## src/rtl/pa_chk_pkg.sv

```systemverilog
package pa_chk_pkg;

    typedef enum logic [1:0] {
        FLT_NONE   = 2'd0,
        FLT_MCHK   = 2'd1,
        FLT_UNIMP  = 2'd2,
        FLT_IFETCH = 2'd3
    } fault_e;

endpackage

```

## src/rtl/pa_superpage_ext.sv

```systemverilog
module pa_superpage_ext #(
    parameter int ADDR_W = 64,
    parameter int IMPL_W = 44,
    parameter int SX_BIT = 40
) (
    input  logic [ADDR_W-1:0] raw_pa,
    input  logic              sp_en,
    output logic [ADDR_W-1:0] staged_pa
);
    logic [ADDR_W-1:0] ext_pa;

    // Bits below SX_BIT pass, bits SX_BIT..IMPL_W-1 copy SX_BIT, above drop
    always_comb begin
        for (int i = 0; i < ADDR_W; i++) begin
            if (i >= IMPL_W)
                ext_pa[i] = 1'b0;
            else if (i >= SX_BIT)
                ext_pa[i] = raw_pa[SX_BIT];
            else
                ext_pa[i] = raw_pa[i];
        end
    end

    assign staged_pa = sp_en ? ext_pa : raw_pa;

endmodule

```

## src/rtl/pa_range_chk.sv

```systemverilog
module pa_range_chk #(
    parameter int ADDR_W = 64,
    parameter int IMPL_W = 44
) (
    input  logic [ADDR_W-1:0] pa,
    output logic              out_of_range
);
    generate
        if (ADDR_W > IMPL_W) begin : g_upper
            assign out_of_range = |pa[ADDR_W-1:IMPL_W];
        end else begin : g_none
            assign out_of_range = 1'b0;
        end
    endgenerate

endmodule

```

## src/rtl/pa_uncache_dec.sv

```systemverilog
module pa_uncache_dec #(
    parameter int ADDR_W = 64,
    parameter int UC_BIT = 43,
    parameter int CLR_HI = 42,
    parameter int CLR_LO = 35,
    parameter int REG_HI = 43,
    parameter int REG_LO = 36,
    parameter logic [REG_HI-REG_LO:0] REG_PAT = '1
) (
    input  logic [ADDR_W-1:0] pa,
    output logic              uc_hit,
    output logic              reg_hit,
    output logic [ADDR_W-1:0] folded_pa
);
    assign uc_hit  = pa[UC_BIT];
    assign reg_hit = (pa[REG_HI:REG_LO] == REG_PAT);

    always_comb begin
        for (int i = 0; i < ADDR_W; i++) begin
            if (i >= CLR_LO && i <= CLR_HI)
                folded_pa[i] = 1'b0;
            else
                folded_pa[i] = pa[i];
        end
    end

endmodule

```

## src/rtl/pa_cache_check.sv

```systemverilog
module pa_cache_check
    import pa_chk_pkg::*;
#(
    parameter int ADDR_W = 64,
    parameter int IMPL_W = 44,
    parameter int SX_BIT = 40,
    parameter int CLR_W  = 8,
    parameter int REG_W  = 8,
    parameter logic [REG_W-1:0] REG_PAT = '1
) (
    input  logic [ADDR_W-1:0] in_pa,
    input  logic              is_fetch,
    input  logic              sp_map,
    output logic [ADDR_W-1:0] out_pa,
    output logic              uncached,
    output logic [1:0]        fault
);
    localparam int UC_BIT = IMPL_W - 1;
    localparam int CLR_HI = UC_BIT - 1;
    localparam int CLR_LO = CLR_HI - CLR_W + 1;
    localparam int REG_HI = UC_BIT;
    localparam int REG_LO = REG_HI - REG_W + 1;

    logic [ADDR_W-1:0] staged_pa;
    logic [ADDR_W-1:0] folded_pa;
    logic              oor;
    logic              uc_hit;
    logic              reg_hit;
    logic              mchk;
    logic              in_reg;
    fault_e            flt;

    pa_superpage_ext #(.ADDR_W(ADDR_W), .IMPL_W(IMPL_W), .SX_BIT(SX_BIT)) u_ext (
        .raw_pa    (in_pa),
        .sp_en     (sp_map),
        .staged_pa (staged_pa)
    );

    pa_range_chk #(.ADDR_W(ADDR_W), .IMPL_W(IMPL_W)) u_range (
        .pa           (staged_pa),
        .out_of_range (oor)
    );

    pa_uncache_dec #(
        .ADDR_W (ADDR_W), .UC_BIT (UC_BIT), .CLR_HI (CLR_HI), .CLR_LO (CLR_LO),
        .REG_HI (REG_HI), .REG_LO (REG_LO), .REG_PAT(REG_PAT)
    ) u_dec (
        .pa        (staged_pa),
        .uc_hit    (uc_hit),
        .reg_hit   (reg_hit),
        .folded_pa (folded_pa)
    );

    assign mchk   = oor;
    assign in_reg = uc_hit && reg_hit;

    // Fault priority: range, then register window, then fetch from I/O
    always_comb begin
        if (mchk)
            flt = FLT_MCHK;
        else if (in_reg)
            flt = FLT_UNIMP;
        else if (uc_hit && is_fetch)
            flt = FLT_IFETCH;
        else
            flt = FLT_NONE;
    end

    always_comb begin
        uncached = !mchk && uc_hit && !in_reg;
        out_pa   = uncached ? folded_pa : staged_pa;
        fault    = flt;
    end

    always_comb begin

        mchk_excl_chk: assert (!(fault == FLT_MCHK && (uncached || out_pa != in_pa)));

        unimp_cached_chk: assert (!(fault == FLT_UNIMP && uncached));

        ifetch_src_chk: assert (!(fault == FLT_IFETCH && !(uncached && is_fetch)));

        fold_field_chk: assert (!(uncached && out_pa[CLR_HI:CLR_LO] != '0));

        sp_no_mchk_chk: assert (!(sp_map && fault == FLT_MCHK));

        sp_trunc_chk: assert (!(sp_map && !in_pa[SX_BIT] && out_pa[ADDR_W-1:SX_BIT] != '0));
    end

endmodule

```

## config.mk

```make
export PLATFORM = sky130hd
export DESIGN_NAME = pa_cache_check
export DESIGN_NICKNAME = d
export VERILOG_FILES = /design/src/rtl/pa_chk_pkg.sv /design/src/rtl/pa_superpage_ext.sv /design/src/rtl/pa_range_chk.sv /design/src/rtl/pa_uncache_dec.sv /design/src/rtl/pa_cache_check.sv
export SDC_FILE = /design/constraint.sdc
export NUM_CORES = 1
export LEC_CHECK = 0
export ABC_CLOCK_PERIOD_IN_PS = 1200
export BUFFER_PORTS_ARGS = -buffer_cell sky130_fd_sc_hd__buf_2
export CELL_PAD_IN_SITES_DETAIL_PLACEMENT = 0
export CELL_PAD_IN_SITES_GLOBAL_PLACEMENT = 1
export CORE_UTILIZATION = 12
export DETAILED_ROUTE_END_ITERATION = 16
export PLACE_DENSITY = 0.85
export SLEW_MARGIN = 25
export SYNTH_ARGS = -nofsm -noshare
export SYNTH_HDL_FRONTEND = slang
export SYNTH_SLANG_ARGS = --single-unit
```

## constraint.sdc

```tcl
create_clock -name vclk -period 1.2
set_input_delay 0.24 -clock vclk [all_inputs]
set_output_delay 0.24 -clock vclk [all_outputs]
set_load 0.05 [all_outputs]
```

Word level (Yosys, flattened, before mapping) --
Index checks and enable logic that the tools add are counted. Widths: inputs -> output; s select.
Storage, ports and cells: output and inout port bits 67, bits in registers 0, input bits 66, word-level logic and storage cells 13
Cells by class: muxes and demuxes 5, eq/ne operators 1, reductions and logical operators 7
Operator list (number):
- $mux 64 | 1
- $mux 43 | 1
- $reduce_or 20->1 | 1
- $eq 8x8->1 const B | 1
- $mux 2 | 3
- $logic_and 1x1->1 | 4
- $logic_not 1->1 | 2

Logic depth before layout (Yosys ltp) --
Gate-level depths: netlist of the first run.
word-level depth 6, mapped depth 5, depth with buffers taken out 4

By module --
From an unflattened synthesis of the first run, not the netlist that was laid out.
Second synthesis, totals: cells, all modules 218, area total of the unflattened synthesis 1875.5 um^2
By module, submodules not included:
- pa_cache_check | cells an instance 76, area each 848.3 um^2, instances 1, sequential area each 0.0 um^2
- pa_uncache_dec | cells an instance 69, area each 508.0 um^2, instances 1, sequential area each 0.0 um^2
- pa_superpage_ext | cells an instance 66, area each 476.7 um^2, instances 1, sequential area each 0.0 um^2
- pa_range_chk | cells an instance 7, area each 42.5 um^2, instances 1, sequential area each 0.0 um^2

Least setup slack after synthesis of the first run --
OpenSTA, ideal clock, no wires.
kind in2out, start input sp_map, end output out_pa[35], stages on the path 4, slack -1.010 ns, data arrival time 1.970 ns, path buffers 1, path through buf_6 -> mux2_4 -> o31a_2 -> a21boi_0
On the way: word-level cells in the longest chain between the ends 6, elaborated cells on any way between the ends 9
RTL lines:
- start: declaration | line pa_cache_check.sv:13 | input logic sp_map,
- $mux 64 (*) | line pa_superpage_ext.sv:24 | assign staged_pa = sp_en ? ext_pa : raw_pa;
- via u_dec.uc_hit | line pa_uncache_dec.sv:11 | output logic uc_hit,
- $eq 8x8->1 | line pa_uncache_dec.sv:16 | assign reg_hit = (pa[REG_HI:REG_LO] == REG_PAT);
- $logic_and 1x1->1 | line pa_cache_check.sv:55 | assign in_reg = uc_hit && reg_hit;
- $logic_not 1->1 | line pa_cache_check.sv:70 | uncached = !mchk && uc_hit && !in_reg;
- $logic_and 1x1->1 (*) | line pa_cache_check.sv:70
- $mux 43 (*) | line pa_cache_check.sv:71 | out_pa = uncached ? folded_pa : staged_pa;
- end: declaration | line pa_cache_check.sv:14 | output logic [ADDR_W-1:0] out_pa,
The timed path passes the listed nets; every way through them passes the cells marked *.

Worst setup path in the final report of the first run --
start input in_pa[47], end output out_pa[39]
On the way: word-level cells in the longest chain between the ends 6
RTL lines:
- start: declaration | line pa_cache_check.sv:11 | input logic [ADDR_W-1:0] in_pa,
- $mux 64 | line pa_superpage_ext.sv:24
- $reduce_or 20->1 | line pa_range_chk.sv:10 | assign out_of_range = |pa[ADDR_W-1:IMPL_W];
- $logic_not 1->1 | line pa_cache_check.sv:70
- $logic_and 1x1->1 (2 in a row) | line pa_cache_check.sv:70
- $mux 43 | line pa_cache_check.sv:71
No other way between the ends.

==> impl_metrics.env, run 1 <==
export IMPL_fin_cells=190
export IMPL_grt_pass1_vias=696
export IMPL_core_mm2=0.00482
export IMPL_finish_utilization=0.275
export IMPL_dp_cells=190
export IMPL_busiest_layer="met2"
export IMPL_dpl_cell_area_mm2=0.00108
export IMPL_status="complete, but fails checks"
export IMPL_synth_fp_nets=153
export IMPL_fin_tns_setup_ps=-4260
export IMPL_syn_to_final_growth_pct=115
export IMPL_fill_cells=511
export IMPL_cp_end_kind="output pin"
export IMPL_setup_worst_path_start_class="input port"
export IMPL_use_met2=0.127
export IMPL_die_w_um=73.6
export IMPL_max_cap_viol_count=0
export IMPL_finalCritPeriodShare=1.34
export IMPL_cp_arrival_ps=1360
export IMPL_synthDistinctLibCells=17
export IMPL_cts_hold_buf=0
export IMPL_crit_chain="buf_8, nor4_4, and3_4, a31o_4, buf_12, a21boi_4, buf_6"
export IMPL_wire_per_inst_um=10.7
export IMPL_dieArea_mm2=0.00541
export IMPL_pre_cts_slack_ps=-743
export IMPL_min_path_type="in -> out"
export IMPL_regArea_um2=0
export IMPL_grt_use_total=0.0674
export IMPL_drt_iter0_drc=12
export IMPL_design_area_mm2=0.00132
export IMPL_violations="negative setup slack"
export IMPL_crit_slowest_cell="nor4_4"
export IMPL_antenna_found_initial=0
export IMPL_postSynthAreaPerCell_um2=7.06
export IMPL_use_met3=0.0137
export IMPL_rows=25
export IMPL_grt_use_met1=0.0720
export IMPL_cp_max_fo=7
export IMPL_ant_nets=0
export IMPL_drc=0
export IMPL_wl_um=2030
export IMPL_synthTopCellsByArea="buf_4, nor2b_1, a21boi_0"
export IMPL_nFlopsAndLatches=0
export IMPL_yosys_warnings=0
export IMPL_port_buffers=63
export IMPL_required_ps=960
export IMPL_final_setup_worst_slack_ps=-404
export IMPL_dpl_hpwl_um=1690
export IMPL_max_stage_delay_ps=260
export IMPL_rsz0062_at_grt="true"
export IMPL_nClkBuffers=0
export IMPL_min_period_ps=1600
export IMPL_finalSetupViolCount=11
export IMPL_synth_cells=87
export IMPL_synth_top_area_cell="buf_4"
export IMPL_grt_ovfl_total=0
export IMPL_path_class="in -> out"
export IMPL_fin_nets=191
export IMPL_worstMarginPinSlew_ps=254
export IMPL_drive_gt1_frac=0.935
export IMPL_yosysTopAreaCellShare=0.440
export IMPL_synthesis_area_um2=614
export IMPL_via_per_inst=3.56
export IMPL_cellPowerDensity_mw_per_mm2=530
export IMPL_grt_pass1_wl_um=3020
export IMPL_peakVddDrop_uv=167
export IMPL_power_leakage_nw=0.663
export IMPL_fmax_ghz=0.624
export IMPL_maxSlewViolCount=0
export IMPL_initial_core_util=0.128
export IMPL_vias=676
export IMPL_grt_max_degree=21
export IMPL_num_io_pins=133
export IMPL_seq_area_frac_synth=0
export IMPL_dieHeight_um=73.6
export IMPL_first_pass_iters=3
export IMPL_hold_violations=0
export IMPL_relSlewSlack=0.826
export IMPL_gp_congestion=0.717
export IMPL_diodes=0
Yosys cell counts (all sizes together):
library cell	count
a21boi	6
a21oi	3
a31o	1
and2	1
and3	1
buf	38
clkbuf	2
mux2	1
mux2i	2
nand2	3
nand3	1
nor2b	20
nor3	1
nor4	5
o211a	1
o31a	1
per-stage QoR:
| stage | power (mW) | hold WS, ps |
|---|---|---|
| 2_1_floorplan | 0.761 | 637 |
| 3_3_place_gp | 0.594 | 480 |
| 3_5_place_dp | 0.599 | 480 |
| 4_1_cts | 0.700 | 480 |
| 5_1_grt | 0.731 | 480 |
| 6_report | 0.701 | 480 |
timing repair:
| item | CTS | global route |
|---|---|---|
| pin swaps | 11 | 3 |
| setup buffers | 1 | 0 |
| setup endpoints to repair | 32 | 12 |
| gates resized for setup | 62 | 4 |
worst max-delay path, delay by kind of cell:
kind	cells	cell delay (ps)
compound gates	2	240
buf+inv	3	410
simple gates	2	480
per-layer routing:
layer / wire length, µm / up-vias / part of all wire
met4: 40 / 0 / 0.020
met3: 177 / 8 / 0.087
met5: 0 / - / 0
li1: - / 325 / -
met1: 683 / 313 / 0.34
met2: 1130 / 30 / 0.56
cell families after synthesis:
group                  count (synthesis)  synth area share
AO/OA/AOI/OAI                         12             0.145
buffers and inverters                 40             0.489
multiplexers                           3            0.0570
AND/OR/NAND/NOR                       32             0.310
where the power goes:
group          internal (mW)  total [mW]  switching (mW)
registers                  0           0               0
clock network              0           0               0
logic                  0.296       0.701           0.405
final timing paths:
path / from / end / slack, ps / cells past startpoint
worst max-delay path: in_pa[47] / out_pa[39] / -400 / 7
worst min-delay path: in_pa[10] / out_pa[10] / 480 / 0
placed cells by master (no fill, tap or decap):
cell / Yosys / layout
and2_2: 0 / 1
nand3_1: 1 / 1
buf_6: 2 / 15
nor2b_4: 0 / 20
o211a_4: 0 / 1
buf_12: 0 / 2
a31o_4: 0 / 1
nor4_4: 0 / 2
mux2_4: 1 / 1
a21oi_1: 3 / 1
buf_2: 0 / 26
buf_4: 36 / 30
nor4_1: 5 / 1
nor3_1: 1 / 1
and3_4: 0 / 1
nor4_2: 0 / 2
nand2_2: 0 / 1
mux2i_1: 2 / 2
a21oi_4: 0 / 2
nand2_1: 3 / 2
o31a_4: 0 / 1
a21boi_4: 0 / 6
buf_8: 0 / 3
area by class of cell:
class	instances	area [µm²]	share of cell area
timing repair buffer	76	609	0.461
tap	67	83.8	0.0634
multi-input combinational	47	629	0.476
No activity file was read; power rests on OpenSTA's default activity.
==> run 2, diff against run 1 <==
--- a/config.mk
+++ b/config.mk
@@ -9,6 +9,7 @@
 export BUFFER_PORTS_ARGS = -buffer_cell sky130_fd_sc_hd__buf_2
 export CELL_PAD_IN_SITES_DETAIL_PLACEMENT = 0
 export CELL_PAD_IN_SITES_GLOBAL_PLACEMENT = 1
+export CORE_MARGIN = 10
 export CORE_UTILIZATION = 12
 export DETAILED_ROUTE_END_ITERATION = 16
 export PLACE_DENSITY = 0.85
==> run 2 against run 1 <==
The flow still finishes with violations (negative setup slack). Cell area is 0.76% higher. Combinational power increased by 2%. Via count shrank 2.2%. Sequential share of layout area did not move. Largest power group unchanged.
==> impl_metrics.env, run 2 (synthesized netlist as in run 1, its figures left out) <==
export IMPL_hold_violations=0
export IMPL_antenna_found_initial=0
export IMPL_dieHeight_um=91.6
export IMPL_drt_iter0_drc=17
export IMPL_min_path_type="in -> out"
export IMPL_post_cts_setup_buffers=0
export IMPL_nClkBuffers=0
export IMPL_use_met2=0.118
export IMPL_wl_um=2580
export IMPL_finalCritPeriodShare=1.35
export IMPL_min_period_ps=1620
export IMPL_wire_per_inst_um=13.4
export IMPL_switching_power_mw=0.410
export IMPL_finalSetupViolCount=11
export IMPL_dpl_hpwl_um=2250
export IMPL_cts_hold_buf=0
export IMPL_intPower_mw=0.303
export IMPL_grt_pass1_vias=832
export IMPL_fmax_ghz=0.619
export IMPL_vias=661
export IMPL_nFlopsAndLatches=0
export IMPL_rows=25
export IMPL_pwr_share_comb=1.000
export IMPL_gp_congestion=0.690
export IMPL_min_from="in_pa[0]"
export IMPL_whs_endpoint="out_pa[0]"
export IMPL_cp_max_fo=7
export IMPL_grt_use_total=0.0588
export IMPL_peakVddDrop_uv=222
export IMPL_layout_commonest_cell="buf_2"
export IMPL_cp_end_kind="output pin"
export IMPL_status="complete, but fails checks"
export IMPL_die_w_um=91.6
export IMPL_maxSlewViolCount=0
export IMPL_worstMarginPinSlew_ps=272
export IMPL_use_met3=0.0263
export IMPL_core_mm2=0.00485
export IMPL_via_per_inst=3.44
export IMPL_grt_pass1_wl_um=4200
export IMPL_power_frac_seq=0
export IMPL_relSlewSlack=0.813
export IMPL_grt_use_met1=0.0521
export IMPL_p_clk_frac=0
export IMPL_max_cap_viol_count=0
export IMPL_fill_cells=518
export IMPL_initial_core_util=0.127
export IMPL_diodes=0
export IMPL_busiest_layer="met2"
export IMPL_power_leakage_nw=0.674
export IMPL_sw_frac_of_total=0.575
export IMPL_grt_max_degree=21
export IMPL_min_path_cells=0
export IMPL_required_ps=960
export IMPL_layout_common_cells="buf_2, buf_4, nor2b_4"
export IMPL_drive_gt1_frac=0.936
export IMPL_regArea_um2=0
export IMPL_syn_to_final_growth_pct=117
export IMPL_violations="negative setup slack"
export IMPL_drc=0
export IMPL_first_pass_iters=4
export IMPL_grt_ovfl_total=0
export IMPL_setup_worst_path_start_class="input port"
export IMPL_dieArea_mm2=0.00838
export IMPL_port_buffers=63
export IMPL_path_class="in -> out"
export IMPL_ant_nets=0
export IMPL_total_power_mw=0.713
export IMPL_num_io_pins=133
export IMPL_cellPowerDensity_mw_per_mm2=535
export IMPL_fin_nets=193
export IMPL_cp_arrival_ps=1380
export IMPL_rsz0062_at_grt="true"
export IMPL_pre_cts_slack_ps=-594
export IMPL_final_setup_worst_slack_ps=-415
==> run 2: cell types whose count changed in the layout (fill, tap and decap cells not counted), sizes merged <==
cell and change:
clkbuf +3, buf -1
==> run 2: power groups by stage <==
stage	Sequential [mW]	Clock (mW)	Combinational [mW]
detailed placement	0	0	0.622
floorplan	0	0	0.761
global route	0	0	0.749
CTS	0	0	0.713
global placement	0	0	0.618
finish	0	0	0.713
==> run 2: timing repair <==
item                       CTS  global route
setup endpoints to repair   32            20
pin swaps                   13             3
gates resized for setup     53             6
hold endpoints to repair     0             0
gates cloned                 0             0
==> run 2: area by class of cell <==
cell class / count / area [µm²] / area share
tap: 67 / 83.8 / 0.0629
timing repair buffer: 78 / 628 / 0.471
multi-input combinational: 47 / 621 / 0.466
==> run 2: worst max path at each step <==
| stage | from | endpoint | depth (start not counted) |
|---|---|---|---|
| after global routing | in_pa[60] | out_pa[41] | 7 |
| after global placement | in_pa[44] | out_pa[41] | 7 |
| after detailed placement | in_pa[44] | out_pa[41] | 7 |
| final | in_pa[49] | out_pa[39] | 7 |
| after CTS | in_pa[60] | out_pa[41] | 7 |
| after floorplan | sp_map | out_pa[35] | 4 |
==> run 2: routing by layer <==
metal  routed length, µm  part of all wire  vias to the layer above
met4                  20            0.0078                        0
met5                   0                 0                        -
met1                 818              0.32                      296
met2                1450              0.56                       28
li1                    -                 -                      331
met3                 289              0.11                        6
==> run 2: per-stage QoR <==
| step | instances | TNS, ps | util | instance area (µm²) | hold slack [ps] |
|---|---|---|---|---|---|
| floorplan | 87 | -2780 | - | 893 | 637 |
| global placement | 192 | -9930 | 0.229 | 1110 | 480 |
| detailed placement | 192 | -10140 | 0.229 | 1110 | 480 |
| CTS | 192 | -4670 | 0.270 | 1310 | 480 |
| global route | 192 | -5020 | 0.275 | 1330 | 480 |
| finish | 192 | -4340 | 0.275 | 1330 | 480 |
==> run 2: worst max-delay path: stages <==
cell and delay (ps):
buf_2 110, nor4_2 240, and3_4 220, a31o_4 190, buf_12 150, a21boi_4 60
buf_6 160
